==> config.mk <==
export PLATFORM = sky130hd
export DESIGN_NAME = rae_top
export DESIGN_NICKNAME = d
export VERILOG_FILES = /design/src/rtl/rae_pkg.sv /design/src/rtl/rae_hdr.sv /design/src/rtl/rae_xfer.sv /design/src/rtl/rae_fmt.sv /design/src/rtl/rae_top.sv
export SDC_FILE = /design/constraint.sdc
export NUM_CORES = 1
export LEC_CHECK = 0
export BUFFER_PORTS_ARGS = -buffer_cell sky130_fd_sc_hd__buf_4
export CORE_MARGIN = 5
export CORE_UTILIZATION = 55
export DETAILED_ROUTE_END_ITERATION = 10
export PLACE_DENSITY = 0.85
export REMOVE_ABC_BUFFERS = 1
export SLEW_MARGIN = 20
export SYNTH_ARGS = -nofsm -noshare
export SYNTH_HDL_FRONTEND = slang
export SYNTH_SLANG_ARGS = --single-unit
export TNS_END_PERCENT = 5
==> constraint.sdc <==
create_clock -name clk -period 3.7 [get_ports clk]
set_input_delay 0.185 -clock clk [delete_from_list [all_inputs] [get_ports clk]]
set_output_delay 0.185 -clock clk [all_outputs]
set_load 0.03 [all_outputs]
==> src/rtl/rae_pkg.sv <==
package rae_pkg;

    localparam int RAE_BYTE_W  = 8;
    localparam int RAE_HDR_LEN = 4;

    localparam logic [7:0] CMD_RD_FIX = 8'hF4;
    localparam logic [7:0] CMD_RD_INC = 8'hF6;
    localparam logic [7:0] CMD_WR_FIX = 8'hF8;
    localparam logic [7:0] CMD_WR_INC = 8'hFA;

    localparam int CMD_BIT_INC = 1;
    localparam int CMD_BIT_WR  = 3;

    typedef enum logic [3:0] {
        ST_IDLE,
        ST_HDR,
        ST_WDATA,
        ST_RWAIT,
        ST_DROP,
        ST_REQ,
        ST_SHDR,
        ST_RXFER,
        ST_TAIL
    } rae_state_e;

endpackage

==> src/rtl/rae_hdr.sv <==
module rae_hdr
    import rae_pkg::*;
#(
    parameter int SEL_W = 5
) (
    input  logic                          clk,
    input  logic                          rst_n,
    input  logic                          cap,
    input  logic [$clog2(RAE_HDR_LEN)-1:0] cap_idx,
    input  logic [RAE_BYTE_W-1:0]         din,
    input  logic [$clog2(RAE_HDR_LEN)-1:0] rd_idx,
    output logic [RAE_BYTE_W-1:0]         echo_byte,
    output logic [SEL_W-1:0]              sel,
    output logic [RAE_BYTE_W-1:0]         reg_addr,
    output logic                          is_wr,
    output logic                          is_inc,
    output logic                          hdr_ok
);
    localparam int TAG_W = RAE_BYTE_W - SEL_W;

    logic [RAE_HDR_LEN-1:0][RAE_BYTE_W-1:0] hb;
    logic                                   cmd_known;
    logic                                   tag_ok;

    always_ff @(posedge clk) begin
        if (!rst_n) begin
            hb <= '0;
        end else if (cap) begin
            for (int i = 0; i < RAE_HDR_LEN; i++) begin
                if (cap_idx == i[$clog2(RAE_HDR_LEN)-1:0]) begin
                    hb[i] <= din;
                end
            end
        end
    end

    always_comb begin
        cmd_known = (hb[0] == CMD_RD_FIX) || (hb[0] == CMD_RD_INC) ||
                    (hb[0] == CMD_WR_FIX) || (hb[0] == CMD_WR_INC);
        tag_ok    = (hb[1][RAE_BYTE_W-1:SEL_W] == {TAG_W{1'b1}});
        hdr_ok    = cmd_known && tag_ok;
        is_wr     = hb[0][CMD_BIT_WR];
        is_inc    = hb[0][CMD_BIT_INC];
        sel       = hb[1][SEL_W-1:0];
        reg_addr  = hb[2];
        echo_byte = hb[rd_idx];
    end

endmodule

==> src/rtl/rae_xfer.sv <==
module rae_xfer #(
    parameter int AW = 8,
    parameter int CW = 8
) (
    input  logic          clk,
    input  logic          rst_n,
    input  logic          load,
    input  logic [AW-1:0] load_addr,
    input  logic [CW-1:0] load_cnt,
    input  logic          inc,
    input  logic          step,
    output logic [AW-1:0] addr,
    output logic [CW-1:0] left,
    output logic          empty
);
    always_ff @(posedge clk) begin
        if (!rst_n) begin
            addr <= '0;
            left <= '0;
        end else if (load) begin
            addr <= load_addr;
            left <= load_cnt;
        end else if (step) begin
            if (inc) begin
                addr <= addr + AW'(1);
            end
            left <= left - CW'(1);
        end
    end

    assign empty = (left == '0);

    AST_ADDR_HELD: assert property (@(posedge clk) disable iff (!rst_n)
        (step && !inc) |=> (addr == $past(addr)));
    AST_ADDR_WRAP: assert property (@(posedge clk) disable iff (!rst_n)
        (step && inc && (addr == {AW{1'b1}})) |=> (addr == '0));
    AST_LEFT_DEC: assert property (@(posedge clk) disable iff (!rst_n)
        step |=> (left == $past(left) - CW'(1)));
    AST_NO_UNDERFLOW: assert property (@(posedge clk) disable iff (!rst_n)
        step |-> (left != '0));

endmodule

==> src/rtl/rae_fmt.sv <==
module rae_fmt #(
    parameter int DW = 8
) (
    input  logic          clk,
    input  logic          rst_n,
    input  logic          emit_valid,
    input  logic [DW-1:0] emit_data,
    input  logic          emit_sop,
    input  logic          emit_eop,
    output logic          out_valid,
    output logic [DW-1:0] out_data,
    output logic          out_sop,
    output logic          out_eop
);
    always_ff @(posedge clk) begin
        if (!rst_n) begin
            out_valid <= 1'b0;
            out_data  <= '0;
            out_sop   <= 1'b0;
            out_eop   <= 1'b0;
        end else begin
            out_valid <= emit_valid;
            out_data  <= emit_valid ? emit_data : '0;
            out_sop   <= emit_valid && emit_sop;
            out_eop   <= emit_valid && emit_eop;
        end
    end

    AST_MARK_VALID: assert property (@(posedge clk) disable iff (!rst_n)
        (out_sop || out_eop) |-> out_valid);
    AST_GAP_AFTER_END: assert property (@(posedge clk) disable iff (!rst_n)
        (out_valid && out_eop) |=> !out_valid);

endmodule

==> src/rtl/rae_top.sv <==
module rae_top
    import rae_pkg::*;
#(
    parameter int SEL_W = 5
) (
    input  logic                  clk,
    input  logic                  rst_n,
    input  logic                  in_valid,
    input  logic [RAE_BYTE_W-1:0] in_data,
    input  logic                  in_sop,
    input  logic                  in_eop,
    output logic                  rsp_req,
    input  logic                  rsp_gnt,
    output logic                  out_valid,
    output logic [RAE_BYTE_W-1:0] out_data,
    output logic                  out_sop,
    output logic                  out_eop,
    output logic [SEL_W-1:0]      bus_sel,
    output logic [RAE_BYTE_W-1:0] bus_addr,
    output logic                  bus_rd,
    output logic                  bus_wr,
    output logic [RAE_BYTE_W-1:0] bus_wdata,
    input  logic [RAE_BYTE_W-1:0] bus_rdata,
    input  logic                  bus_ack
);
    localparam int IDX_W = $clog2(RAE_HDR_LEN);
    localparam logic [IDX_W-1:0] IDX_LAST = IDX_W'(RAE_HDR_LEN - 1);

    rae_state_e state, nstate;

    logic [IDX_W-1:0]      hidx, hidx_n;
    logic                  stopped;
    logic                  stop_set, stop_clr;
    logic                  cap;
    logic [IDX_W-1:0]      cap_idx;
    logic                  load, step;
    logic                  restart;
    logic                  emit_valid, emit_sop, emit_eop;
    logic [RAE_BYTE_W-1:0] emit_data;

    logic [RAE_BYTE_W-1:0] echo_byte, reg_addr, left;
    logic                  is_wr, is_inc, hdr_ok, empty;

    rae_hdr #(.SEL_W(SEL_W)) u_hdr (
        .clk       (clk),
        .rst_n     (rst_n),
        .cap       (cap),
        .cap_idx   (cap_idx),
        .din       (in_data),
        .rd_idx    (hidx),
        .echo_byte (echo_byte),
        .sel       (bus_sel),
        .reg_addr  (reg_addr),
        .is_wr     (is_wr),
        .is_inc    (is_inc),
        .hdr_ok    (hdr_ok)
    );

    rae_xfer #(.AW(RAE_BYTE_W), .CW(RAE_BYTE_W)) u_xfer (
        .clk       (clk),
        .rst_n     (rst_n),
        .load      (load),
        .load_addr (reg_addr),
        .load_cnt  (in_data),
        .inc       (is_inc),
        .step      (step),
        .addr      (bus_addr),
        .left      (left),
        .empty     (empty)
    );

    rae_fmt #(.DW(RAE_BYTE_W)) u_fmt (
        .clk        (clk),
        .rst_n      (rst_n),
        .emit_valid (emit_valid),
        .emit_data  (emit_data),
        .emit_sop   (emit_sop),
        .emit_eop   (emit_eop),
        .out_valid  (out_valid),
        .out_data   (out_data),
        .out_sop    (out_sop),
        .out_eop    (out_eop)
    );

    // State register and small control flops
    always_ff @(posedge clk) begin
        if (!rst_n) begin
            state   <= ST_IDLE;
            hidx    <= '0;
            stopped <= 1'b0;
        end else begin
            state <= nstate;
            hidx  <= hidx_n;
            if (stop_clr) begin
                stopped <= 1'b0;
            end else if (stop_set) begin
                stopped <= 1'b1;
            end
        end
    end

    // Next state and outputs
    always_comb begin
        nstate     = state;
        hidx_n     = hidx;
        cap        = 1'b0;
        cap_idx    = hidx;
        load       = 1'b0;
        step       = 1'b0;
        stop_set   = 1'b0;
        stop_clr   = 1'b0;
        bus_rd     = 1'b0;
        bus_wr     = 1'b0;
        bus_wdata  = in_data;
        emit_valid = 1'b0;
        emit_data  = '0;
        emit_sop   = 1'b0;
        emit_eop   = 1'b0;
        rsp_req    = 1'b0;

        restart = in_valid && in_sop &&
                  ((state == ST_IDLE) || (state == ST_HDR) || (state == ST_WDATA) ||
                   (state == ST_RWAIT) || (state == ST_DROP));

        if (restart) begin
            cap     = 1'b1;
            cap_idx = '0;
            hidx_n  = IDX_W'(1);
            nstate  = in_eop ? ST_IDLE : ST_HDR;
        end else begin
            unique case (state)
                ST_IDLE: begin
                end
                ST_HDR: begin
                    if (in_valid) begin
                        cap = 1'b1;
                        if (hidx == IDX_LAST) begin
                            if (!hdr_ok) begin
                                nstate = in_eop ? ST_IDLE : ST_DROP;
                            end else begin
                                load     = 1'b1;
                                stop_clr = 1'b1;
                                if (in_eop) begin
                                    nstate = ST_REQ;
                                end else begin
                                    nstate = is_wr ? ST_WDATA : ST_RWAIT;
                                end
                            end
                        end else begin
                            hidx_n = hidx + IDX_W'(1);
                            if (in_eop) begin
                                nstate = ST_IDLE;
                            end
                        end
                    end
                end
                ST_WDATA: begin
                    if (in_valid) begin
                        if (!empty && !stopped) begin
                            bus_wr = 1'b1;
                            if (bus_ack) begin
                                step = 1'b1;
                            end else begin
                                stop_set = 1'b1;
                            end
                        end
                        if (in_eop) begin
                            nstate = ST_REQ;
                        end
                    end
                end
                ST_RWAIT: begin
                    if (in_valid && in_eop) begin
                        nstate = ST_REQ;
                    end
                end
                ST_DROP: begin
                    if (in_valid && in_eop) begin
                        nstate = ST_IDLE;
                    end
                end
                ST_REQ: begin
                    rsp_req = 1'b1;
                    if (rsp_gnt) begin
                        hidx_n = '0;
                        nstate = ST_SHDR;
                    end
                end
                ST_SHDR: begin
                    rsp_req    = 1'b1;
                    emit_valid = 1'b1;
                    emit_data  = echo_byte;
                    emit_sop   = (hidx == '0);
                    if (hidx == IDX_LAST) begin
                        nstate = is_wr ? ST_TAIL : ST_RXFER;
                    end else begin
                        hidx_n = hidx + IDX_W'(1);
                    end
                end
                ST_RXFER: begin
                    rsp_req = 1'b1;
                    if (empty) begin
                        nstate = ST_TAIL;
                    end else begin
                        bus_rd = 1'b1;
                        if (bus_ack) begin
                            step       = 1'b1;
                            emit_valid = 1'b1;
                            emit_data  = bus_rdata;
                        end else begin
                            nstate = ST_TAIL;
                        end
                    end
                end
                ST_TAIL: begin
                    rsp_req    = 1'b1;
                    emit_valid = 1'b1;
                    emit_data  = left;
                    emit_eop   = 1'b1;
                    nstate     = ST_IDLE;
                end
                default: begin
                    nstate = ST_IDLE;
                end
            endcase
        end
    end

    AST_BUS_NEEDS_HDR: assert property (@(posedge clk) disable iff (!rst_n)
        (bus_rd || bus_wr) |-> hdr_ok);
    AST_ONE_STROBE: assert property (@(posedge clk) disable iff (!rst_n)
        !(bus_rd && bus_wr));
    AST_OUT_OWNED: assert property (@(posedge clk) disable iff (!rst_n)
        out_valid |-> $past(rsp_req));
    AST_START_GRANTED: assert property (@(posedge clk) disable iff (!rst_n)
        (state == ST_SHDR && hidx == '0) |-> $past(rsp_gnt));
    AST_RD_STOP: assert property (@(posedge clk) disable iff (!rst_n)
        (bus_rd && !bus_ack) |=> !bus_rd);
    AST_WR_STOP: assert property (@(posedge clk) disable iff (!rst_n)
        (bus_wr && !bus_ack) |=> !bus_wr);
    AST_WR_IN_COUNT: assert property (@(posedge clk) disable iff (!rst_n)
        bus_wr |-> !empty);

endmodule

==> impl_metrics.tcl, run 1 <==
set metrics [dict create \
    run_status "finished, final reports clean" \
    fmax_mhz 324 \
    place_congestion 0.911 \
    min_to "u_hdr.hb[7]$_SDFFE_PN0P_" \
    critical_path_class "reg2reg" \
    rsz_0062_raised_after_global_routing "false" \
    finalCritPeriodShare_pct 83.5 \
    pin_count 58 \
    yosys_warnings 0 \
    max_cap_violations 0 \
    setup-violations-final 0 \
    synth_seq_area_share_pct 38.9 \
    p_sw_uw 371 \
    post_synth_inst_count 387 \
    finClkSkew_ns 0.0107 \
    antennaDiodeCount 0 \
    area_growth_pct 18.6 \
    die_area_um2 7850 \
    hold_path_start "in_data[7]" \
    worst_skew_pair.late_latency_ns 0.36 \
    synth.ff_latch_count 66 \
    timing_hold_violations_final 0 \
    sum_of_internal_switching_and_leakage_power_uw 1580 \
    worst-endpoint-required_ns 3.91 \
    layout.cells.non_filler 507 \
    irDropWorstVdd_mv 0.338 \
    worst_pin_slew_ns 0.931 \
    placement.io_buffers 57 \
    initial_utilization_pct 57.1 \
    cts_tree "done" \
    drt_wl_total_mm 9.00 \
    detail_route.wl_per_cell_um 17.7 \
    post-synth-top-area-fraction_pct 38.9 \
    hold_buffers 0 \
    comb_power_share_pct 6.8 \
    row_count 28 \
    power_frac_seq_pct 45.6 \
    grt_util_all_layers_pct 24.2 \
    synthMuxAreaShare_pct 14.7 \
    grt_pass1_vias 2980 \
    clkSlewWorstSetupHoldPaths_ns 0.08 \
    number_of_antenna_violations_at_the_first_check_in_global_routing 0 \
    critical_path.max_fanout 10 \
    worstReg2RegEnd "u_fmt.out_data[4]$_SDFF_PP0_" \
    cts-root-to-sink-buffers 2 \
    clock_share_of_power_pct 47.7 \
    detail_route_antenna_nets 0 \
    synth_compound_area_share_pct 15.1 \
    maxSlewHeadroom_pct 37.4 \
    maxSlewViolCount 0 \
    placed_cells_incl_taps 491 \
    vias 3080 \
    static-leakage-power_uw 0.00176 \
    synth_enable_flop_cells 0 \
    final_util_pct 67.7 \
    crit_arrival_ns 3.30 \
    layout-drive-gt1-share_pct 22.0 \
    vias_per_std_cell 6.07 \
    synth_top_area_cell "dfxtp_1" \
    global_route.overflow_total 0 \
    synth.area.top_cells "dfxtp_1, mux2i_1, nor2_1" \
    share_of_flip_flops_with_an_asynchronous_set_or_reset_after_synthesis_pct 0 \
    synth_simple_gate_area_share_pct 20.8 \
    nNetsFinal 456 \
    cts_post_setup_buffers_inserted 0 \
    synth_fa_ha_area_share_pct 2.21 \
    power_density_nw_per_um2 392 \
    critical_path.reg2reg.startpoint "u_xfer.left[0]$_SDFFE_PN0P_" \
    internal-power_uw 1210 \
    postCtsResizedCells 0 \
    clk_root_buffer_cell "clkbuf_8" \
    firstDrtPassIters 4 \
    largest_family_of_logic_cells_by_synthesized_area "simple AND/OR/NAND/NOR gates" \
    power.switching_fraction_pct 23.5 \
    setup.reg_to_reg.worst_slack_ns 0.61 \
    synthesis.area_um2 3400 \
    coreArea_um2 5960 \
    synth_xor_area_share_pct 1.55 \
    worst-r2r-cell-count 7 \
    postSynth.topFlopCell "dfxtp_1" \
    totalNegativeSetupSlack_ns 0 \
    post-dp-hpwl_mm 6.33 \
    synthesis.area_per_instance_um2 8.78 \
    floorplan.die.width_um 88.6 \
    worst_hold_path_type "in2reg" \
    endpoint_kind "register" \
    yosysUniqueCellTypes 53 \
    die_height_um 88.6 \
    startpoint_type "register" \
    finalWorstPathRequiredPeriod_ns 3.09 \
    detail_route.drc_violations 0 \
    number_of_drc_violations_after_detailed_routing_iteration_0 305 \
    clock-sinks 66 \
    hold-worst-slack_ns 0.0953 \
    cts-buffers-inserted 9 \
    worstHoldPathCells 3 \
    global_route_wire_length_before_repair_mm 14.5 \
    h-tree-depth 3 \
    pin_count_of_the_biggest_net_entering_global_routing 42 \
]
## cell usage in the layout (no fill, tap or decap), types with 2 or more instances in the layout
| master | count |
|---|---|
| o22ai_1 | 3 |
| xnor2_1 | 2 |
| nor3b_1 | 2 |
| mux4_2 | 8 |
| nor3_1 | 15 |
| and3_1 | 3 |
| inv_1 | 12 |
| clkinv_4 | 2 |
| clkbuf_8 | 9 |
| bufinv_16 | 3 |
| or4_1 | 3 |
| o21ai_0 | 13 |
| xor2_1 | 4 |
| dfxtp_1 | 66 |
| a211oi_1 | 2 |
| a31oi_1 | 3 |
| nor2_1 | 54 |
| mux2i_1 | 32 |
| nor2b_1 | 4 |
| or3b_2 | 2 |
| a22oi_1 | 9 |
| nand2_1 | 26 |
| a2bb2oi_1 | 3 |
| o211ai_1 | 3 |
| nand3_1 | 8 |
| ha_1 | 6 |
| or3_1 | 3 |
| o31ai_1 | 4 |
| a21o_1 | 2 |
| o221ai_1 | 2 |
| a21oi_1 | 29 |
| buf_4 | 63 |
| nand2b_1 | 3 |
| nand4_1 | 7 |
| nand4b_1 | 2 |
## worst max path at each step
stage / to / slack (ns) / cells past startpoint / start
after floorplan: u_xfer.left[5]$_SDFFE_PN0P_ / 1.02 / 6 / state[2]$_SDFFE_PN0P_
after global placement: u_fmt.out_data[3]$_SDFF_PP0_ / 0.87 / 7 / u_xfer.left[0]$_SDFFE_PN0P_
after detailed placement: u_fmt.out_data[6]$_SDFF_PP0_ / 0.68 / 7 / u_xfer.left[0]$_SDFFE_PN0P_
after CTS: u_fmt.out_data[4]$_SDFF_PP0_ / 0.64 / 7 / u_xfer.left[0]$_SDFFE_PN0P_
after global routing: u_fmt.out_data[4]$_SDFF_PP0_ / 0.39 / 7 / u_xfer.left[0]$_SDFFE_PN0P_
final: u_fmt.out_data[4]$_SDFF_PP0_ / 0.61 / 7 / u_xfer.left[0]$_SDFFE_PN0P_
## stage by stage
stage,worst slack [ns],instance area [um2]
after floorplan,1.02,3220
after global placement,0.874,3790
after detailed placement,0.681,3790
after CTS,0.635,4030
after global routing,0.386,4030
final,0.609,4030
## critical path, stage by stage (launching register included)
cell and delay, ns:
dfxtp_1 0.33, inv_1 0.10, ha_1 0.19, or3b_2 0.51, o31ai_1 0.69, nor2_1 0.37
o311ai_2 0.65, a21oi_1 0.10
## cell usage after synthesis, types with 3 or more instances
cell,instances
dfxtp_1,66
xor2_1,4
nor2b_1,4
o31ai_1,4
or3_1,3
nor3_1,15
ha_1,6
o211ai_1,3
inv_1,12
buf_4,14
mux2i_1,32
a31oi_1,3
mux4_2,8
a22oi_1,9
or4_1,3
and3_1,3
a21oi_1,29
nand4_1,7
a2bb2oi_1,3
clkbuf_1,17
o22ai_1,3
o21ai_0,13
nand2b_1,3
nand2_1,26
nand3_1,8
nor2_1,54
## registers in the layout, summed over array words and instances, names as in the netlist
| name | count |
|---|---|
| hidx | 2 |
| state | 4 |
| stopped | 1 |
| u_fmt.out_data | 8 |
| u_fmt.out_eop | 1 |
| u_fmt.out_sop | 1 |
| u_fmt.out_valid | 1 |
| u_hdr.hb | 17 |
| u_hdr.is_inc | 1 |
| u_hdr.is_wr | 1 |
| u_hdr.reg_addr | 8 |
| u_hdr.sel | 5 |
| u_xfer.addr | 8 |
| u_xfer.left | 8 |
## final cells by class
cell class              instances  area, um2
multi-input cells             275       1860
fillers                       494       1920
well taps                      75       93.8
clock buffers                  10        128
repair buffers                 63        473
clock inverters                 6        115
inverters                      12       45.0
flip-flops and latches         66       1320
## layer usage
| layer | global-route usage (%) | up-vias | routed length [um] | part of all wire [%] |
|---|---|---|---|---|
| met5 | 0 | - | 0 | 0 |
| met4 | 11.7 | 0 | 226 | 2.5 |
| met3 | 5.87 | 18 | 724 | 8.0 |
| met2 | 38.1 | 140 | 4250 | 47 |
| met1 | 31.3 | 1459 | 3790 | 42 |
| li1 | - | 1463 | - | - |
## power by group through the flow
stage | logic (uW) | registers (uW) | clock network [uW]
after floorplan | 40.2 | 739 | 0
after global placement | 105 | 736 | 0
after detailed placement | 106 | 737 | 0
after CTS | 107 | 720 | 752
after global routing | 116 | 721 | 790
final | 107 | 720 | 753
## cells by family after synthesis
logic type,count (synthesis)
flops,66
xor+xnor,6
fa+ha+maj,6
compound gates,81
buf+inv,46
mux,40
simple gates,142
(Power assumes the default switching activity.)
==> run 2, diff against run 1 <==
clock period = 2.9 ns   (was 3.7 ns; I/O delays follow)
==> impl_metrics.tcl, run 2 (synthesis gave the netlist of run 1 again) <==
set metrics [dict create \
    timing_hold_violations_final 0 \
    fmax_mhz 380 \
    critical_path_class "reg2reg" \
    finalWorstPathRequiredPeriod_ns 2.63 \
    critical_path.max_fanout 10 \
    cts-buffers-inserted 9 \
    postCtsResizedCells 0 \
    max_reg_flops 17 \
    global_route_wire_length_before_repair_mm 14.5 \
    grt_util_all_layers_pct 24.3 \
    worst_hold_path_type "in2reg" \
    detail_route_antenna_nets 0 \
    maxSlewHeadroom_pct 34.9 \
    clk_root_buffer_cell "clkbuf_8" \
    die_area_um2 7850 \
    firstDrtPassIters 5 \
    layout.cells.most_common "buf_4" \
    max_cap_violations 0 \
    hold_buffers 0 \
    placement.io_buffers 57 \
    initial_utilization_pct 57.1 \
    worstHoldPathCells 3 \
    area_growth_pct 20.0 \
    maxSlewViolCount 0 \
    floorplan.die.width_um 88.6 \
    setup-violations-final 0 \
    static-leakage-power_uw 0.00179 \
    worst_pin_slew_ns 0.973 \
    worst-r2r-cell-count 9 \
    post-dp-hpwl_mm 6.31 \
    totalNegativeSetupSlack_ns 0 \
    run_status "finished, final reports clean" \
    largest_register "u_hdr.hb" \
    h-tree-depth 3 \
    nNetsFinal 463 \
    vias 3135 \
    setup.reg_to_reg.worst_slack_ns 0.27 \
    cts_tree "done" \
    coreArea_um2 5960 \
    hold-worst-slack_ns 0.0559 \
    most-common-layout-cells "buf_4, dfxtp_1, nor2_1, mux2i_1, a21oi_1" \
    detail_route.drc_violations 0 \
    layout-drive-gt1-share_pct 23.5 \
    worst_skew_pair.late_latency_ns 0.36 \
    row_count 28 \
    number_of_antenna_violations_at_the_first_check_in_global_routing 0 \
    cts_post_setup_buffers_inserted 0 \
    antennaDiodeCount 0 \
    place_congestion 0.914 \
    timing.final.ws_setup_ns 0.271 \
    finalCritPeriodShare_pct 90.7 \
    clock-sinks 66 \
    die_height_um 88.6 \
    preCtsSetupSlack_ns 0.288 \
    pin_count_of_the_biggest_net_entering_global_routing 22 \
    grt_pass1_vias 2942 \
    clkSlewWorstSetupHoldPaths_ns 0.08 \
    crit_arrival_ns 2.92 \
    detail_route.wl_per_cell_um 17.4 \
    layout.cell_area.non_filler_um2 4080 \
    startpoint_type "register" \
    global_route.overflow_total 0 \
    number_of_drc_violations_after_detailed_routing_iteration_0 269 \
    rsz_0062_raised_after_global_routing "false" \
    pin_count 58 \
    power_density_nw_per_um2 476 \
    cts-root-to-sink-buffers 2 \
    finClkSkew_ns 0.0112 \
    drt_wl_total_mm 8.94 \
    worst-endpoint-required_ns 3.19 \
    endpoint_kind "register" \
    irDropWorstVdd_mv 0.401 \
    post_dp_cell_area_um2 3840 \
    vias_per_std_cell 6.10 \
]
==> run 2: metal layers <==
| layer | routed length, um | track usage [%] | vias up |
|---|---|---|---|
| met5 | 0 | 0 | - |
| met4 | 172 | 9.34 | 0 |
| met3 | 910 | 7.36 | 23 |
| met2 | 4140 | 39.0 | 190 |
| met1 | 3710 | 30.8 | 1441 |
| li1 | - | - | 1481 |
==> run 2: worst max-delay path, cell delays in order (launching register included) <==
cell and delay, ns:
dfxtp_1 0.39, inv_1 0.09, ha_1 0.22, or3b_2 0.24, o31ai_1 0.11, buf_4 0.18, nor2_1 0.58, nor2b_1 0.11
o31ai_1 0.42, mux2i_1 0.22
==> run 2: cell type report <==
| cell class | instances | area [um2] |
|---|---|---|
| multi-input combinational | 275 | 1870 |
| tap | 75 | 93.8 |
| timing repair buffer | 70 | 526 |
| clock buffer | 10 | 138 |
| fill | 455 | 1880 |
| inverter | 12 | 45.0 |
| clock inverter | 6 | 90.1 |
| sequential | 66 | 1320 |
==> run 2: worst paths after layout <==
| check | from | endpoint |
|---|---|---|
| worst max-delay path | u_xfer.left[0]$_SDFFE_PN0P_ | state[0]$_SDFFE_PN0P_ |
| worst min-delay path | in_data[7] | u_hdr.hb[7]$_SDFFE_PN0P_ |
| worst max register to register | u_xfer.left[0]$_SDFFE_PN0P_ | state[0]$_SDFFE_PN0P_ |
| worst min register to register | u_hdr.hb[31]$_SDFFE_PN0P_ | u_hdr.hb[31]$_SDFFE_PN0P_ |
==> run 2: per-stage QoR <==
step / power [uW] / util (%) / std cells
after floorplan: 994 / - / 353
after global placement: 1070 / 64.5 / 498
after detailed placement: 1070 / 64.5 / 498
after CTS: 1950 / 68.3 / 514
after global routing: 2000 / 68.5 / 514
final: 1940 / 68.5 / 514
==> run 2: power by group <==
| group | internal (uW) | switching (uW) |
|---|---|---|
| Sequential | 913 | 6.67 |
| Combinational | 57.6 | 80.4 |
| Clock | 508 | 375 |
| Total | 1480 | 462 |
==> run 3, diff against run 2 <==
CORE_UTILIZATION = 51   (was 55)
PLACE_DENSITY = 0.81   (was 0.85)
==> impl_metrics.tcl, run 3 (synthesis gave the netlist of run 1 again) <==
set metrics [dict create \
    grt_util_all_layers_pct 21.9 \
    worstReg2RegEnd "u_fmt.out_data[0]$_SDFF_PP0_" \
    hold_buffers 0 \
    initial_utilization_pct 52.9 \
    max_reg_flops 17 \
    global_route.overflow_total 0 \
    firstDrtPassIters 5 \
    most-common-layout-cells "buf_4, dfxtp_1, nor2_1, mux2i_1, a21oi_1" \
    critical-path-max-stage-delay_ns 0.58 \
    hold_path_start "in_data[7]" \
    pin_count 58 \
    coreArea_um2 6420 \
    placed_cells_incl_taps 502 \
    floorplan.die.width_um 91.6 \
    setup.reg_to_reg.worst_slack_ns 0.15 \
    clkSlewWorstSetupHoldPaths_ns 0.08 \
    die_height_um 91.6 \
    maxSlewHeadroom_pct 37.4 \
    drt_wl_total_mm 8.81 \
    vias_per_std_cell 5.96 \
    worst_hold_path_type "in2reg" \
    endpoint_kind "register" \
    area_growth_pct 19.1 \
    post-dp-hpwl_mm 6.50 \
    place_congestion 0.963 \
    run_status "finished, final reports clean" \
    cts-buffers-inserted 9 \
    fill_cell_instance_count_of_the_final_layout 537 \
    placement.io_buffers 57 \
    layout.cells.non_filler 518 \
    critical_path_class "reg2reg" \
    worst-endpoint-required_ns 3.10 \
    worst-r2r-cell-count 8 \
    layout.cells.most_common "buf_4" \
    nNetsFinal 465 \
    die_area_um2 8400 \
    crit_arrival_ns 2.95 \
    number_of_drc_violations_after_detailed_routing_iteration_0 324 \
    timing_hold_violations_final 0 \
    layout.cell_area.non_filler_um2 4050 \
    max_cap_violations 0 \
    detail_route_antenna_nets 0 \
    fmax_mhz 363 \
    detail_route.drc_violations 0 \
    power_density_nw_per_um2 440 \
    cts_post_setup_buffers_inserted 0 \
    cts-root-to-sink-buffers 2 \
    worst_pin_slew_ns 0.936 \
    final_util_pct 63.0 \
    maxSlewViolCount 0 \
    pin_count_of_the_biggest_net_entering_global_routing 22 \
    rsz_0062_raised_after_global_routing "true" \
    static-leakage-power_uw 0.00177 \
    finalWorstPathRequiredPeriod_ns 2.75 \
    finClkSkew_ns 0.00865 \
    post_dp_cell_area_um2 3860 \
    cts_tree "done" \
    clk_root_buffer_cell "clkbuf_8" \
    largest_register "u_hdr.hb" \
    finalCritPeriodShare_pct 94.9 \
    vias 3088 \
    critical_path.max_fanout 10 \
    worstHoldPathCells 3 \
    h-tree-depth 3 \
    irDropWorstVdd_mv 0.452 \
    global_route_wire_length_before_repair_mm 14.7 \
    detail_route.wl_per_cell_um 17.0 \
    critical_path.reg2reg.startpoint "u_xfer.left[0]$_SDFFE_PN0P_" \
    grt_pass1_vias 2916 \
    min_to "u_hdr.hb[7]$_SDFFE_PN0P_" \
    row_count 29 \
    critical-path-slowest-cell "o311ai_2" \
    crit_path_cell_trace "inv_1, ha_1, or3b_2, o31ai_1, buf_4, nor2_1, o311ai_2, a21oi_1" \
    setup-violations-final 0 \
    number_of_antenna_violations_at_the_first_check_in_global_routing 0 \
    antennaDiodeCount 0 \
    layout-drive-gt1-share_pct 23.8 \
    worst_skew_pair.late_latency_ns 0.34 \
    startpoint_type "register" \
    clock-sinks 66 \
]
==> run 3: final cells by class <==
| cell class | count | area, um2 | share of cell area (%) |
|---|---|---|---|
| repair buffers | 72 | 541 | 13.4 |
| clock inverters | 5 | 37.5 | 0.927 |
| clock buffers | 11 | 151 | 3.74 |
| multi-input cells | 275 | 1860 | 45.8 |
| flip-flops and latches | 66 | 1320 | 32.6 |
| well taps | 77 | 96.3 | 2.38 |
| inverters | 12 | 45.0 | 1.11 |
==> run 3: how the worst max path moves through the flow <==
| stage | slack (ns) | end | startpoint |
|---|---|---|---|
| 6_report | 0.15 | u_fmt.out_data[0]$_SDFF_PP0_ | u_xfer.left[0]$_SDFFE_PN0P_ |
| 3_5_place_dp | 0.17 | u_fmt.out_data[0]$_SDFF_PP0_ | u_xfer.left[0]$_SDFFE_PN0P_ |
| 2_1_floorplan | 0.22 | u_xfer.left[5]$_SDFFE_PN0P_ | state[2]$_SDFFE_PN0P_ |
| 3_3_place_gp | 0.34 | u_fmt.out_data[3]$_SDFF_PP0_ | u_xfer.left[0]$_SDFFE_PN0P_ |
| 5_1_grt | -0.05 | u_fmt.out_data[2]$_SDFF_PP0_ | u_xfer.left[0]$_SDFFE_PN0P_ |
| 4_1_cts | 0.16 | u_fmt.out_data[0]$_SDFF_PP0_ | u_xfer.left[0]$_SDFFE_PN0P_ |
==> run 3: what timing repair did <==
action | 4_1_cts | 5_1_grt
setup endpoints to repair | 0 | 8
resized for setup | 0 | 0
hold endpoints to repair | 0 | 0
==> run 3: worst max-delay path, delay by kind of cell (launching register included) <==
family,cells,cell delay (ns)
buffers and inverters,2,0.32
AOI/OAI and AO/OA,3,1.09
adders and majority gates,1,0.19
and+or+nand+nor,2,0.66
DFF,1,0.35
==> run 3: layer usage <==
| layer | vias to the layer above | part of all wire [%] | GRT usage [%] |
|---|---|---|---|
| li1 | 1486 | - | - |
| met1 | 1466 | 44 | 29.2 |
| met2 | 127 | 47 | 35.5 |
| met3 | 9 | 7.8 | 5.16 |
| met4 | 0 | 1.3 | 6.03 |
| met5 | - | 0 | 0 |
==> run 3: metrics by stage <==
step / setup TNS [ns] / total power [uW] / setup WS (ns) / hold WS, ns
after floorplan: 0 / 994 / 0.225 / 0.263
after global placement: 0 / 1070 / 0.340 / 0.407
after detailed placement: 0 / 1080 / 0.168 / 0.415
after CTS: 0 / 1790 / 0.156 / 0.0613
after global routing: -0.227 / 1860 / -0.0461 / 0.0922
final: 0 / 1780 / 0.148 / 0.0682
==> run 3: where the power goes <==
part | switching, uW | internal [uW] | leakage (uW)
clock | 365 | 360 | 0.0000919
combinational | 78.8 | 57.7 | 0.00115
sequential | 6.46 | 913 | 0.000533
total | 450 | 1330 | 0.00177
